<file path="src/rtl/dma_seq_pkg.sv">
package dma_seq_pkg;
  localparam int BUS_W = 16;

  typedef enum logic [1:0] {
    ST_IDLE = 2'd0,
    ST_ACC  = 2'd1,
    ST_GAP  = 2'd2
  } seq_st_t;

  typedef struct packed {
    logic fly;     // single-cycle method
    logic unit8;   // byte-sized unit
    logic io2mem;  // fly-by direction
    logic bus8;    // narrow external bus
  } chan_cfg_t;
endpackage

</file>
<file path="src/rtl/dma_acc_plan.sv">
module dma_acc_plan
  import dma_seq_pkg::*;
#(
  parameter int AW = 16
) (
  input  chan_cfg_t        cfg,
  input  logic [AW-1:0]    src,
  input  logic [AW-1:0]    dst,
  input  logic [BUS_W-1:0] hold,
  input  logic [1:0]       idx,
  output logic [2:0]       n_acc,
  output logic [AW-1:0]    o_addr,
  output logic             o_rd,
  output logic             o_we_e,
  output logic             o_we_o,
  output logic             o_ack,
  output logic             o_wen,
  output logic [BUS_W-1:0] o_wdata,
  output logic             o_rbyte,
  output logic             o_bsel
);
  logic       split_r, split_w;
  logic [1:0] n_rd, n_wr, wj;
  logic [7:0] wbyte;

  always_comb begin
    split_r = !cfg.unit8 && (src[0] || cfg.bus8);
    split_w = !cfg.unit8 && (dst[0] || cfg.bus8);
    n_rd    = split_r ? 2'd2 : 2'd1;
    n_wr    = split_w ? 2'd2 : 2'd1;
    n_acc   = cfg.fly ? 3'd1 : ({1'b0, n_rd} + {1'b0, n_wr});
    wj      = idx - n_rd;
    wbyte   = wj[0] ? hold[15:8] : hold[7:0];
    o_addr  = src;
    o_rd    = 1'b0;
    o_we_e  = 1'b0;
    o_we_o  = 1'b0;
    o_ack   = 1'b0;
    o_wen   = 1'b0;
    o_wdata = '0;
    o_rbyte = 1'b0;
    o_bsel  = 1'b0;
    if (cfg.fly) begin
      o_addr = cfg.io2mem ? dst : src;
      o_ack  = 1'b1;
      o_rd   = !cfg.io2mem;
      o_we_e = cfg.io2mem && (!cfg.unit8 || !dst[0]);
      o_we_o = cfg.io2mem && (!cfg.unit8 || dst[0]);
    end else if (idx < n_rd) begin
      o_addr  = src + AW'(idx);
      o_rd    = 1'b1;
      o_rbyte = cfg.unit8 || split_r;
      o_bsel  = idx[0];
    end else begin
      o_addr = dst + AW'(wj);
      o_wen  = 1'b1;
      if (cfg.unit8 || split_w) begin
        o_wdata = {wbyte, wbyte};
        o_we_e  = !o_addr[0];
        o_we_o  = o_addr[0];
      end else begin
        o_wdata = hold;
        o_we_e  = 1'b1;
        o_we_o  = 1'b1;
      end
    end
  end
endmodule

</file>
<file path="src/rtl/dma_rd_capture.sv">
module dma_rd_capture
  import dma_seq_pkg::*;
(
  input  logic             clk,
  input  logic             rst,
  input  logic             cap_en,
  input  logic             rbyte,
  input  logic             bsel,
  input  logic             addr_lsb,
  input  logic             bus8,
  input  logic [BUS_W-1:0] rdata,
  output logic [BUS_W-1:0] hold
);
  logic [7:0] lane;

  always_comb lane = (bus8 || !addr_lsb) ? rdata[7:0] : rdata[15:8];

  always_ff @(posedge clk) begin
    if (rst) begin
      hold <= '0;
    end else if (cap_en) begin
      if (!rbyte)    hold       <= rdata;
      else if (bsel) hold[15:8] <= lane;
      else           hold[7:0]  <= lane;
    end
  end
endmodule

</file>
<file path="src/rtl/dma_addr_ctr.sv">
module dma_addr_ctr #(
  parameter int AW = 16,
  parameter int CW = 8
) (
  input  logic          clk,
  input  logic          rst,
  input  logic          load,
  input  logic [AW-1:0] ld_src,
  input  logic [AW-1:0] ld_dst,
  input  logic [CW-1:0] ld_cnt,
  input  logic          step,
  input  logic          adv_src,
  input  logic          adv_dst,
  input  logic          unit8,
  output logic [AW-1:0] src,
  output logic [AW-1:0] dst,
  output logic [CW-1:0] cnt
);
  logic [AW-1:0] inc;

  always_comb inc = unit8 ? AW'(1) : AW'(2);

  always_ff @(posedge clk) begin
    if (rst) begin
      src <= '0;
      dst <= '0;
      cnt <= '0;
    end else if (load) begin
      src <= ld_src;
      dst <= ld_dst;
      cnt <= ld_cnt;
    end else if (step) begin
      if (adv_src) src <= src + inc;
      if (adv_dst) dst <= dst + inc;
      cnt <= cnt - CW'(1);
    end
  end

  AST_CNT_NO_UNDERFLOW: assert property (@(posedge clk) disable iff (rst)
    step |-> (cnt != '0));
endmodule

</file>
<file path="src/rtl/dma_flyby_seq.sv">
module dma_flyby_seq
  import dma_seq_pkg::*;
#(
  parameter int AW = 16,
  parameter int CW = 8
) (
  input  logic             clk,
  input  logic             rst,
  input  logic             cfg_load,
  input  logic [AW-1:0]    cfg_src,
  input  logic [AW-1:0]    cfg_dst,
  input  logic [CW-1:0]    cfg_cnt,
  input  logic [1:0]       cfg_mode_lo,
  input  logic             cfg_mode_hi,
  input  logic             cfg_bus8,
  input  logic             dma_req,
  input  logic             bus_grant,
  output logic [AW-1:0]    bus_addr,
  input  logic [BUS_W-1:0] bus_rdata,
  output logic [BUS_W-1:0] bus_wdata,
  output logic             bus_wdata_en,
  output logic             rd_n,
  output logic             wr_even_n,
  output logic             wr_odd_n,
  output logic             ack_n,
  output logic             busy,
  output logic             done
);
  seq_st_t     state;
  chan_cfg_t   cfg_q, cfg_in;
  logic [1:0]  acc_idx, nxt_idx;
  logic        more_q, last, start, cap_en, step, ld_ok;
  logic [AW-1:0] src, dst;
  logic [CW-1:0] cnt;
  logic [BUS_W-1:0] hold;

  logic [2:0]       p_n;
  logic [AW-1:0]    p_addr;
  logic             p_rd, p_we_e, p_we_o, p_ack, p_wen, p_rbyte, p_bsel;
  logic [BUS_W-1:0] p_wdata;

  logic q_rd, q_we_e, q_we_o, q_ack, q_rbyte, q_bsel;

  always_comb begin
    cfg_in  = '{fly: cfg_mode_lo[1], unit8: cfg_mode_lo[0],
                io2mem: cfg_mode_hi, bus8: cfg_bus8};
    busy    = (cnt != '0);
    ld_ok   = cfg_load && (state == ST_IDLE);
    start   = (state == ST_IDLE) && !cfg_load && busy && dma_req && bus_grant;
    nxt_idx = (state == ST_GAP) ? acc_idx + 2'd1 : 2'd0;
    last    = (({1'b0, acc_idx} + 3'd1) == p_n);
    cap_en  = (state == ST_ACC) && q_rd && !cfg_q.fly;
    step    = (state == ST_ACC) && last;
  end

  dma_acc_plan #(.AW(AW)) u_plan (
    .cfg(cfg_q), .src(src), .dst(dst), .hold(hold),
    .idx((state == ST_ACC) ? acc_idx : nxt_idx), .n_acc(p_n),
    .o_addr(p_addr), .o_rd(p_rd), .o_we_e(p_we_e), .o_we_o(p_we_o),
    .o_ack(p_ack), .o_wen(p_wen), .o_wdata(p_wdata),
    .o_rbyte(p_rbyte), .o_bsel(p_bsel)
  );

  dma_rd_capture u_cap (
    .clk(clk), .rst(rst), .cap_en(cap_en), .rbyte(q_rbyte),
    .bsel(q_bsel), .addr_lsb(bus_addr[0]), .bus8(cfg_q.bus8),
    .rdata(bus_rdata), .hold(hold)
  );

  dma_addr_ctr #(.AW(AW), .CW(CW)) u_ctr (
    .clk(clk), .rst(rst), .load(ld_ok),
    .ld_src(cfg_src), .ld_dst(cfg_dst), .ld_cnt(cfg_cnt),
    .step(step),
    .adv_src(!cfg_q.fly || !cfg_q.io2mem),
    .adv_dst(!cfg_q.fly || cfg_q.io2mem),
    .unit8(cfg_q.unit8),
    .src(src), .dst(dst), .cnt(cnt)
  );

  always_ff @(posedge clk) begin
    if (rst) begin
      state        <= ST_IDLE;
      cfg_q        <= '0;
      acc_idx      <= '0;
      more_q       <= 1'b0;
      done         <= 1'b0;
      bus_addr     <= '0;
      bus_wdata    <= '0;
      bus_wdata_en <= 1'b0;
      q_rd         <= 1'b0;
      q_we_e       <= 1'b0;
      q_we_o       <= 1'b0;
      q_ack        <= 1'b0;
      q_rbyte      <= 1'b0;
      q_bsel       <= 1'b0;
    end else begin
      done <= 1'b0;
      case (state)
        ST_IDLE: begin
          if (ld_ok) cfg_q <= cfg_in;
          if (start) begin
            state        <= ST_ACC;
            acc_idx      <= 2'd0;
            bus_addr     <= p_addr;
            bus_wdata    <= p_wdata;
            bus_wdata_en <= p_wen;
            q_rd         <= p_rd;
            q_we_e       <= p_we_e;
            q_we_o       <= p_we_o;
            q_ack        <= p_ack;
            q_rbyte      <= p_rbyte;
            q_bsel       <= p_bsel;
          end
        end
        ST_ACC: begin
          state        <= ST_GAP;
          more_q       <= !last;
          done         <= last && (cnt == CW'(1));
          bus_wdata_en <= 1'b0;
          q_rd         <= 1'b0;
          q_we_e       <= 1'b0;
          q_we_o       <= 1'b0;
          q_ack        <= 1'b0;
        end
        ST_GAP: begin
          if (more_q) begin
            state        <= ST_ACC;
            acc_idx      <= nxt_idx;
            bus_addr     <= p_addr;
            bus_wdata    <= p_wdata;
            bus_wdata_en <= p_wen;
            q_rd         <= p_rd;
            q_we_e       <= p_we_e;
            q_we_o       <= p_we_o;
            q_ack        <= p_ack;
            q_rbyte      <= p_rbyte;
            q_bsel       <= p_bsel;
          end else begin
            state <= ST_IDLE;
          end
        end
        default: state <= ST_IDLE;
      endcase
    end
  end

  always_comb begin
    rd_n      = !q_rd;
    wr_even_n = !q_we_e;
    wr_odd_n  = !q_we_o;
    ack_n     = !q_ack;
  end

  AST_IDLE_QUIET: assert property (@(posedge clk) disable iff (rst)
    (state == ST_IDLE) |-> (rd_n && wr_even_n && wr_odd_n && ack_n));
  AST_START_NEEDS_GRANT: assert property (@(posedge clk) disable iff (rst)
    ((state == ST_IDLE) && !(dma_req && bus_grant)) |=> (state != ST_ACC));
  AST_RD_WR_EXCL: assert property (@(posedge clk) disable iff (rst)
    !(!rd_n && (!wr_even_n || !wr_odd_n)));
  AST_ACK_FLY_ONLY: assert property (@(posedge clk) disable iff (rst)
    !ack_n |-> cfg_q.fly);
  AST_WDATA_TWO_CYCLE: assert property (@(posedge clk) disable iff (rst)
    bus_wdata_en |-> !cfg_q.fly);
  AST_ONE_CYCLE_STROBE: assert property (@(posedge clk) disable iff (rst)
    !(rd_n && wr_even_n && wr_odd_n && ack_n) |=> (rd_n && wr_even_n && wr_odd_n && ack_n));
  AST_DONE_PULSE: assert property (@(posedge clk) disable iff (rst)
    done |=> !done);
endmodule

</file>
<file path="config.mk">
export PLATFORM = sky130hd
export DESIGN_NAME = dma_flyby_seq
export DESIGN_NICKNAME = d
export VERILOG_FILES = /design/src/rtl/dma_seq_pkg.sv /design/src/rtl/dma_acc_plan.sv /design/src/rtl/dma_rd_capture.sv /design/src/rtl/dma_addr_ctr.sv /design/src/rtl/dma_flyby_seq.sv
export SDC_FILE = /design/constraint.sdc
export NUM_CORES = 1
export LEC_CHECK = 0
export BUFFER_PORTS_ARGS = -buffer_cell sky130_fd_sc_hd__buf_4
export CORE_ASPECT_RATIO = 1.5
export CORE_MARGIN = 4
export CORE_UTILIZATION = 57
export DETAILED_ROUTE_END_ITERATION = 10
export PLACE_DENSITY = 0.78
export SETUP_SLACK_MARGIN = 0.1
export SKIP_CTS_REPAIR_TIMING = 1
export SYNTH_ARGS = -nofsm -noshare
export SYNTH_HDL_FRONTEND = slang
export SYNTH_SLANG_ARGS = --single-unit
</file>
<file path="constraint.sdc">
create_clock -name clk -period 3.7 [get_ports clk]
set_input_delay 0.555 -clock clk [delete_from_list [all_inputs] [get_ports clk]]
set_output_delay 0.555 -clock clk [all_outputs]
set_load 0.01 [all_outputs]
</file>
==> results of run 1 <==
==> cell families after synthesis <==
logic type	share of synthesized area (%)
simple gates	21.40
compound gates	20.89
flops	34.11
buf+inv	5.117
mux	7.777
xor+xnor	5.827
fa+ha+maj	4.873
==> power by group through the flow <==
stage	sequential (mW)	combinational [mW]	clock, mW
floorplan	1.25	0.318	0
global placement	1.28	0.463	0
detailed placement	1.28	0.475	0
CTS	1.25	0.479	0.939
global route	1.26	0.533	0.990
finish	1.26	0.483	0.930
==> layer usage <==
layer  vias up  GRT usage (%)  routed length [µm]  share of wire, %
met2       253          51.66                9025                50
li1       2886              -                   -                 -
met4         0          13.12                 665               3.7
met3        46          4.002                1164               6.5
met1      2808          34.25                7071                39
met5         -              0                   0                 0
==> metrics by stage <==
| stage | cells | util, % | setup WS, ns | total power [mW] | area (µm²) |
|---|---|---|---|---|---|
| 2_1_floorplan | 758 | - | 0.6816 | 1.567 | 6162 |
| 3_3_place_gp | 971 | 66.51 | 0.4611 | 1.738 | 7043 |
| 3_5_place_dp | 971 | 66.51 | 0.3001 | 1.754 | 7043 |
| 4_1_cts | 987 | 69.20 | 0.2842 | 2.670 | 7328 |
| 5_1_grt | 987 | 69.33 | 0.1730 | 2.785 | 7342 |
| 6_report | 987 | 69.33 | 0.4223 | 2.668 | 7342 |
==> critical path, stage by stage (launching register included) <==
cell      delay [ns]
dfxtp_1         0.41
ha_1            0.40
a22o_1          0.25
inv_1           0.09
fa_1            0.55
inv_1           0.07
fa_1            0.45
nand3_2         0.18
nor2_1          0.08
xor2_1          0.14
nor2_1          0.05
a211o_1         0.29
a311oi_1        0.23
==> synthesized netlist by cell type, types with 3 or more instances <==
library cell	count
a22o_1	4
xor2_1	16
nand2b_1	10
a222oi_1	3
a211oi_1	52
and2_1	3
fa_1	5
mux2_2	7
o21ai_0	35
nor3_1	25
a22oi_1	4
o311ai_0	3
o22ai_1	4
mux2i_1	40
a21oi_1	47
or3_1	5
and3_1	4
buf_1	4
a311oi_1	11
inv_1	20
nor4_2	3
nand4_1	9
dfxtp_1	105
o32ai_1	5
nor2_1	92
o31ai_1	3
nor2b_1	8
ha_1	16
nor4_1	9
buf_2	9
nand2_1	85
o21ai_1	3
clkbuf_1	38
nand3_1	13
xnor2_1	25
==> state kept, by name, summed over array words and instances (netlist names) <==
| register | count |
|---|---|
| bus_addr | 16 |
| bus_wdata | 16 |
| u_cap.hold | 16 |
| u_ctr.dst | 16 |
| u_ctr.src | 16 |
| u_ctr.cnt | 8 |
| cfg_q | 4 |
| acc_idx | 2 |
| state | 2 |
| bus_wdata_en | 1 |
| done | 1 |
| more_q | 1 |
| q_ack | 1 |
| q_bsel | 1 |
| q_rbyte | 1 |
| q_rd | 1 |
| q_we_e | 1 |
| q_we_o | 1 |
==> area by class of cell <==
type,count,area [µm²]
fill,939,3248
inverter,20,75.07
clock buffer,9,225.2
sequential,105,2102
multi-input combinational,578,3769
clock inverter,7,60.06
tap,144,180.2
timing repair buffer,124,930.9
==> worst min-delay path by stage <==
stage,from,end,slack [ns],cells past startpoint
after floorplan,q_ack,q_ack,0.43,2
after global placement,bus_wdata[3],bus_wdata[3],0.43,2
after detailed placement,bus_wdata[3],bus_wdata[3],0.44,2
after CTS,cfg_bus8,cfg_q[0],0.44,3
after global routing,cfg_mode_hi,cfg_q[1],0.45,3
final,cfg_bus8,cfg_q[0],0.44,3
==> out/results.ini, run 1 <==
[run_status]
status = finished, final reports clean

[yosys]
ys.flop_type = dfxtp_1
synth-seq-cells = 105
ys_seq_area_share_pct = 34.11
synth_top_area_cell = dfxtp_1
netlist.area_leader.share_pct = 34.11
synth_cells = 758
synth_edf_count = 0
synth_nets = 844
syn_area_mm2 = 0.006162
avgSynthCellArea_um2 = 8.129
ys_async_sr_fraction_pct = 0
yosysWarnings = 0
synth_cell_types = 57
netlist_top_cells_area = dfxtp_1 34%, mux2i_1 6.5%, a211oi_1 6.3%

[setup_path]
reg2reg_slack_ns = 0.42
crit_path_end = bus_addr[6]
critPathLaunch = acc_idx[0]
cp-start-kind = register
worstReg2RegEnd = bus_addr[6]
crit_type = register to register
reg2reg_depth = 12
worst-path-max-fanout = 8
worstPathRequired_ns = 3.97
r2r_start = acc_idx[0]
cp-end-kind = register
worst-endpoint-arrival_ns = 3.55

[placement]
hpwl_mm = 13.52
routabilityCongestion = 0.9466
io_buffer_count = 103

[timing]
clock_skew_ns = 0.009946
min_period_ns = 3.278
slew_headroom_pct = 14.99
fmax_ghz = 0.3051
rsz0062_at_grt = false
holdWs_ns = 0.4437
post-route-period-util_pct = 88.59
hold_violations = 0
maxSlewViolCount = 0
setup_viol = 0
tns_ns = 0
worst_pin_slew_ns = 1.275

[pwr]
switching_share_pct = 30.15
pwr-share-comb_pct = 18.1
pwr-share-seq_pct = 47.0
intPower_mw = 1.864
pwr-share-clk_pct = 34.8
leakage_nw = 2.882
peakVddDrop_v = 0.0002756
power.density_mw_per_mm2 = 363.5
power_switching_mw = 0.8045

[job]
max-cap-violations = 0

[cts]
clockBufferDepth = 2
htreeDepth = 3
clk_pin_slew_ns = 0.08
root_buffer = clkbuf_16
clk_latency_ns = 0.35
cts_tree = done
numCtsBuffers = 9
clock_sinks = 105

[global_route]
grtUsageTotal_pct = 29.02
overflow = 0
grt_pass1_wl_mm = 29.39
antenna_found_initial = 0
grt_pass1_vias = 5984
grt_max_degree = 55

[routing]
drt_iter0_markers = 437
viasPerCell = 6.072
drtPass1Iterations = 6
finalWirelength_mm = 17.93
wire_per_inst_um = 18.16
drcViolationCount = 0
drt.antenna.violating_nets = 0
vias = 5993

[cells_and_area]
layout-drive-gt1-share_pct = 19.45
mostFrequentLayoutCell = buf_4
mostFrequentLayoutCells = 124 x buf_4, 105 x dfxtp_1, 92 x nor2_1
final_net_count = 924
antenna_cells = 0
syn2layout_area_growth_pct = 19.15

[die]
core_mm2 = 0.01059
io_pins = 104
die-height_um = 135.3
floorplan.initialDensity_pct = 58.19
rows = 46
dieArea_mm2 = 0.01257
dieWidth_um = 92.90

[worst_hold_path]
hold_path.class = input pin to register

Power figures use the tool's default switching activity.
==> run 2, diff against run 1 <==
CORE_UTILIZATION = 61   (was 57)
PLACE_DENSITY = 0.83   (was 0.78)
clock period = 4.2 ns   (was 3.7 ns; I/O delays follow)
==> run 2 against run 1 <==
Clock-buffer cell count stayed put. Wire length fell by 1.5%. Final area decreased by 1.1%. Flip-flop and latch count did not move. Core utilization up 4.7 points. Final cell count decreased by 3.6%. First-iteration DRC count increased by 25%. Total power is 11% lower. Clock skew is 0.0039 ns lower. Critical path type unchanged. Largest cell class unchanged. Highest routed layer unchanged.
==> out/results.ini, run 2 (synthesis gave the netlist of run 1 again) <==
[run_status]
status = finished, final reports clean  ; unchanged

[die]
io_pins = 104  ; unchanged
rows = 44  ; was 46
dieWidth_um = 90.07  ; was 92.90 µm
core_mm2 = 0.009799  ; was 0.01059 mm²
floorplan.initialDensity_pct = 62.88  ; was 58.19%
dieArea_mm2 = 0.01181  ; was 0.01257 mm²
die-height_um = 131.1  ; was 135.3 µm

[setup_path]
cp-end-kind = register  ; unchanged
worst-endpoint-arrival_ns = 3.62  ; was 3.55 ns
cp_cell_sequence = inv_1 -> o21ai_0 -> inv_1 -> ha_1 -> nor2_1 -> o21ai_1 -> a2111o_1 -> o21ai_1 -> buf_4 -> a21oi_1 -> a211oi_1  ; was ha_1 -> a22o_1 -> inv_1 -> fa_1 -> inv_1 -> fa_1 -> nand3_2 -> nor2_1 -> xor2_1 -> nor2_1 -> a211o_1 -> a311oi_1
crit_type = register to register  ; unchanged
worstPathRequired_ns = 4.46  ; was 3.97 ns
crit_slowest_cell = a2111o_1  ; was fa_1
worst-path-max-fanout = 22  ; was 8
cp-start-kind = register  ; unchanged
slowest_delay_ns = 0.80  ; was 0.55 ns

[cts]
clockBufferDepth = 2  ; unchanged
htreeDepth = 3  ; unchanged
cts_tree = done  ; unchanged
clk_latency_ns = 0.35  ; about the same
numCtsBuffers = 9  ; unchanged
clk_pin_slew_ns = 0.07  ; was 0.08 ns
clock_sinks = 105  ; unchanged
root_buffer = clkbuf_16  ; unchanged

[cells_and_area]
mostFrequentLayoutCell = buf_4  ; unchanged
instances_no_fill = 951  ; was 987
layout-drive-gt1-share_pct = 18.30  ; was 19.45%
syn2layout_area_growth_pct = 17.79  ; was 19.15%
antenna_cells = 0  ; unchanged
mostFrequentLayoutCells = 117 x buf_4, 105 x dfxtp_1, 92 x nor2_1  ; was 124 x buf_4, 105 x dfxtp_1, 92 x nor2_1
final_net_count = 917  ; was 924
n_fill_cell = 771  ; was 939

[global_route]
use_met3_pct = 5.425  ; was 4.002%
grt_max_degree = 59  ; was 55
grt_pass1_vias = 5876  ; was 5984
grtUsageTotal_pct = 30.17  ; was 29.02%
busiest_layer = met2  ; unchanged
met1_usage_pct = 36.00  ; was 34.25%
met2_usage_pct = 53.65  ; was 51.66%
overflow = 0  ; unchanged
grt_pass1_wl_mm = 28.84  ; was 29.39 mm
antenna_found_initial = 0  ; unchanged

[timing]
tns_ns = 0  ; unchanged
worst_pin_slew_ns = 1.138  ; was 1.275 ns
slew_headroom_pct = 23.59  ; was 14.99%
hold_violations = 0  ; unchanged
setup_viol = 0  ; unchanged
min_period_ns = 3.365  ; was 3.278 ns
maxSlewViolCount = 0  ; unchanged
rsz0062_at_grt = false  ; unchanged
post-route-period-util_pct = 80.11  ; was 88.59%
fmax_ghz = 0.2972  ; was 0.3051 GHz
clock_skew_ns = 0.006087  ; was 0.009946 ns

[routing]
finalWirelength_mm = 17.66  ; was 17.93 mm
drt.antenna.violating_nets = 0  ; unchanged
drcViolationCount = 0  ; unchanged
drtPass1Iterations = 5  ; was 6
wire_per_inst_um = 18.57  ; was 18.16 µm
drt_iter0_markers = 546  ; was 437
vias = 6033  ; was 5993
viasPerCell = 6.344  ; was 6.072

[pwr]
leakage_nw = 2.859  ; was 2.882 nW
power.density_mw_per_mm2 = 327.0  ; was 363.5 mW/mm²
peakVddDrop_v = 0.0002089  ; was 0.0002756 V

[worst_hold_path]
hold_path.class = register to register  ; was input pin to register

[placement]
routabilityCongestion = 0.9992  ; was 0.9466
hpwl_mm = 13.06  ; was 13.52 mm
io_buffer_count = 103  ; unchanged
place_inst = 935  ; was 971

[job]
max-cap-violations = 0  ; unchanged

[run 2: metal layers]
layer / share of wire [%] / up-vias / routed length, µm
met2: 50 / 282 / 8823
met5: 0 / - / 0
met4: 3.1 / 0 / 544
li1: - / 2875 / -
met3: 6.1 / 37 / 1079
met1: 41 / 2839 / 7209
[run 2: metrics by stage]
step | total power [mW] | hold slack (ns) | instance area (µm²) | util [%] | worst slack, ns
3_3_place_gp | 1.523 | 0.4354 | 6954 | 70.97 | 0.9594
3_5_place_dp | 1.533 | 0.4489 | 6954 | 70.97 | 0.8940
5_1_grt | 2.488 | 0.4860 | 7258 | 74.07 | 0.5932
2_1_floorplan | 1.381 | 0.4319 | 6162 | - | 1.182
4_1_cts | 2.382 | 0.4613 | 7258 | 74.07 | 0.8554
6_report | 2.374 | 0.4613 | 7258 | 74.07 | 0.8354
[run 2: worst paths after layout]
path / slack (ns) / end / start / cells past startpoint
setup reg to reg: 0.84 / u_ctr.src[9] / cfg_q[2] / 11
hold / removal: 0.46 / bus_wdata[14] / bus_wdata[14] / 2
hold reg to reg: 0.46 / bus_wdata[14] / bus_wdata[14] / 2
setup / recovery: 0.84 / u_ctr.src[9] / cfg_q[2] / 11
[run 2: critical path: cells and delay by family, from the launching register on]
family | cells | cell delay (ns)
buf+inv | 3 | 0.63
flops | 1 | 0.46
simple gates | 1 | 0.12
fa+ha+maj | 1 | 0.34
compound gates | 6 | 1.72
[run 2: report_power, final]
group          switching (mW)  leakage [nW]  total, mW  internal (mW)
sequential             0.0706         0.857       1.11           1.04
clock                   0.385         0.144      0.853          0.468
combinational           0.228          1.86      0.412          0.184
total                   0.683          2.86       2.37           1.69
[run 2: final cells by class]
cell class	count	area, µm²	area share, %
inverter	20	75.07	1.034
sequential	105	2102	28.96
clock inverter	7	78.83	1.086
multi-input combinational	578	3755	51.73
clock buffer	9	225.2	3.103
timing repair buffer	117	878.3	12.10
tap	115	143.9	1.982
==> run 3, diff against run 2 <==
CORE_UTILIZATION = 57   (was 61)
PLACE_DENSITY = 0.78   (was 0.83)
clock period = 3.19 ns   (was 4.2 ns; I/O delays follow)
==> run 3 against run 2 <==
Clock skew up 0.0048 ns. First-iteration DRC count fell by 27%. Critical path type unchanged. Wire length increased by 2.9%.
==> out/results.ini, run 3 (synthesis gave the netlist of run 1 again) <==
[routing]
viasPerCell = 6.051  ; was 6.344
drtPass1Iterations = 5  ; unchanged
drt.antenna.violating_nets = 0  ; unchanged
finalWirelength_mm = 18.16  ; was 17.66 mm
drcViolationCount = 0  ; unchanged
wire_per_inst_um = 18.16  ; was 18.57 µm
drt_iter0_markers = 397  ; was 546
vias = 6051  ; was 6033

[cells_and_area]
layout-drive-gt1-share_pct = 22.20  ; was 18.30%
fin_area_mm2 = 0.007538  ; was 0.007258 mm²
final_net_count = 937  ; was 917
multi_input_area_mm2 = 0.003846  ; was 0.003755 mm²
antenna_cells = 0  ; unchanged
mostFrequentLayoutCells = 136 x buf_4, 102 x dfxtp_1, 91 x nor2_1  ; was 117 x buf_4, 105 x dfxtp_1, 92 x nor2_1
syn2layout_area_growth_pct = 22.34  ; was 17.79%
post-route-util_pct = 71.18  ; was 74.07%
mostFrequentLayoutCell = buf_4  ; unchanged
seqCellArea_mm2 = 0.002108  ; was 0.002102 mm²
n_fill_cell = 898  ; was 771
instances_no_fill = 1000  ; was 951

[cts]
root_buffer = clkbuf_16  ; unchanged
cts_tree = done  ; unchanged
clk_pin_slew_ns = 0.07  ; about the same
clk_latency_ns = 0.35  ; about the same
clock_sinks = 105  ; unchanged
numCtsBuffers = 9  ; unchanged
htreeDepth = 3  ; unchanged
clockBufferDepth = 2  ; unchanged

[setup_path]
slowest_delay_ns = 0.49  ; was 0.80 ns
cp_cell_sequence = nand2_1 -> o22ai_4 -> inv_2 -> ha_1 -> fa_1 -> inv_2 -> ha_4 -> a21oi_2 -> nor3_1 -> buf_4 -> and3_1 -> o311a_1 -> o21ai_0 -> a21oi_1  ; was inv_1 -> o21ai_0 -> inv_1 -> ha_1 -> nor2_1 -> o21ai_1 -> a2111o_1 -> o21ai_1 -> buf_4 -> a21oi_1 -> a211oi_1
worst_path_most_repeated_cell = inv_2
worst-path-max-fanout = 5  ; was 22
cp-start-kind = register  ; unchanged
critPathLaunch = acc_idx[0]  ; was cfg_q[2]
worst-endpoint-arrival_ns = 3.13  ; was 3.62 ns
reg2reg_slack_ns = 0.27  ; was 0.84 ns
crit_slowest_cell = fa_1  ; was a2111o_1
crit_type = register to register  ; unchanged
cp-end-kind = register  ; unchanged
r2r_start = acc_idx[0]  ; was cfg_q[2]
worstPathRequired_ns = 3.40  ; was 4.46 ns

[global_route]
grt_max_degree = 50  ; was 59
antenna_found_initial = 0  ; unchanged
overflow = 0  ; unchanged
grt_pass1_wl_mm = 29.55  ; was 28.84 mm
grt_pass1_vias = 5953  ; was 5876
grtUsageTotal_pct = 29.12  ; was 30.17%

[timing]
rsz0062_at_grt = true  ; was false
clock_skew_ns = 0.01085  ; was 0.006087 ns
slew_headroom_pct = 26.79  ; was 23.59%
maxSlewViolCount = 0  ; unchanged
worst_pin_slew_ns = 1.091  ; was 1.138 ns
setup_viol = 0  ; unchanged
tns_ns = 0  ; unchanged
hold_violations = 0  ; unchanged
fmax_ghz = 0.3428  ; was 0.2972 GHz
min_period_ns = 2.917  ; was 3.365 ns
post-route-period-util_pct = 91.44  ; was 80.11%

[die]
io_pins = 104  ; unchanged
core_mm2 = 0.01059  ; was 0.009799 mm²
floorplan.initialDensity_pct = 58.19  ; was 62.88%
rows = 46  ; was 44
die-height_um = 135.3  ; was 131.1 µm
dieWidth_um = 92.90  ; was 90.07 µm
dieArea_mm2 = 0.01257  ; was 0.01181 mm²

[placement]
routabilityCongestion = 0.9467  ; was 0.9992
hpwl_mm = 13.52  ; was 13.06 mm
place_inst = 982  ; was 935
io_buffer_count = 103  ; unchanged
placed_cell_area_mm2 = 0.007138  ; was 0.006954 mm²

[worst_hold_path]
hp-start = cfg_bus8  ; was bus_wdata[14]
hold_path.class = input pin to register  ; was register to register

[pwr]
peakVddDrop_v = 0.0002721  ; was 0.0002089 V
leakage_nw = 2.962  ; was 2.859 nW
power.density_mw_per_mm2 = 415.5  ; was 327.0 mW/mm²

[job]
max-cap-violations = 0  ; unchanged

[run_status]
status = finished, final reports clean  ; unchanged

run 3: final cells by class:
cell class | count | area share (%)
multi-input cells | 578 | 51.02
flip-flops and latches | 105 | 27.97
well taps | 144 | 2.390
inverters | 20 | 0.9959
clock inverters | 7 | 0.8299
clock buffers | 9 | 2.988
repair buffers | 137 | 13.81
run 3: final timing paths:
check                        to  depth (start not counted)
hold / removal         cfg_q[0]                          3
hold reg to reg   bus_wdata[11]                          2
setup reg to reg   bus_addr[13]                         14
setup / recovery   bus_addr[13]                         14
run 3: layer usage:
layer	GRT usage [%]	wire, µm
met1	36.13	7257
met4	10.84	533
met3	4.503	1214
met5	0	0
met2	50.62	9158
run 3: through the flow:
| stage | power [mW] | hold WS [ns] | setup slack [ns] |
|---|---|---|---|
| 2_1_floorplan | 1.818 | 0.4319 | 0.1716 |
| 5_1_grt | 3.263 | 0.3860 | 0.06588 |
| 4_1_cts | 3.117 | 0.3737 | -0.007480 |
| 6_report | 3.133 | 0.3797 | 0.2731 |
| 3_5_place_dp | 2.046 | 0.4434 | 0.007010 |
| 3_3_place_gp | 2.029 | 0.4360 | 0.09737 |
run 3: report_power, final:
| group | leakage [nW] | switching, mW | internal, mW | total, mW |
|---|---|---|---|---|
| clock | 0.139 | 0.541 | 0.546 | 1.09 |
| combinational | 1.96 | 0.324 | 0.269 | 0.592 |
| sequential | 0.859 | 0.0876 | 1.37 | 1.45 |
run 3: worst max-delay path: cells and delay by family (launching register included):
kind	cells	cell delay [ns]
compound gates	5	0.83
buf+inv	3	0.27
flops	1	0.42
fa+ha+maj	3	0.90
simple gates	3	0.36
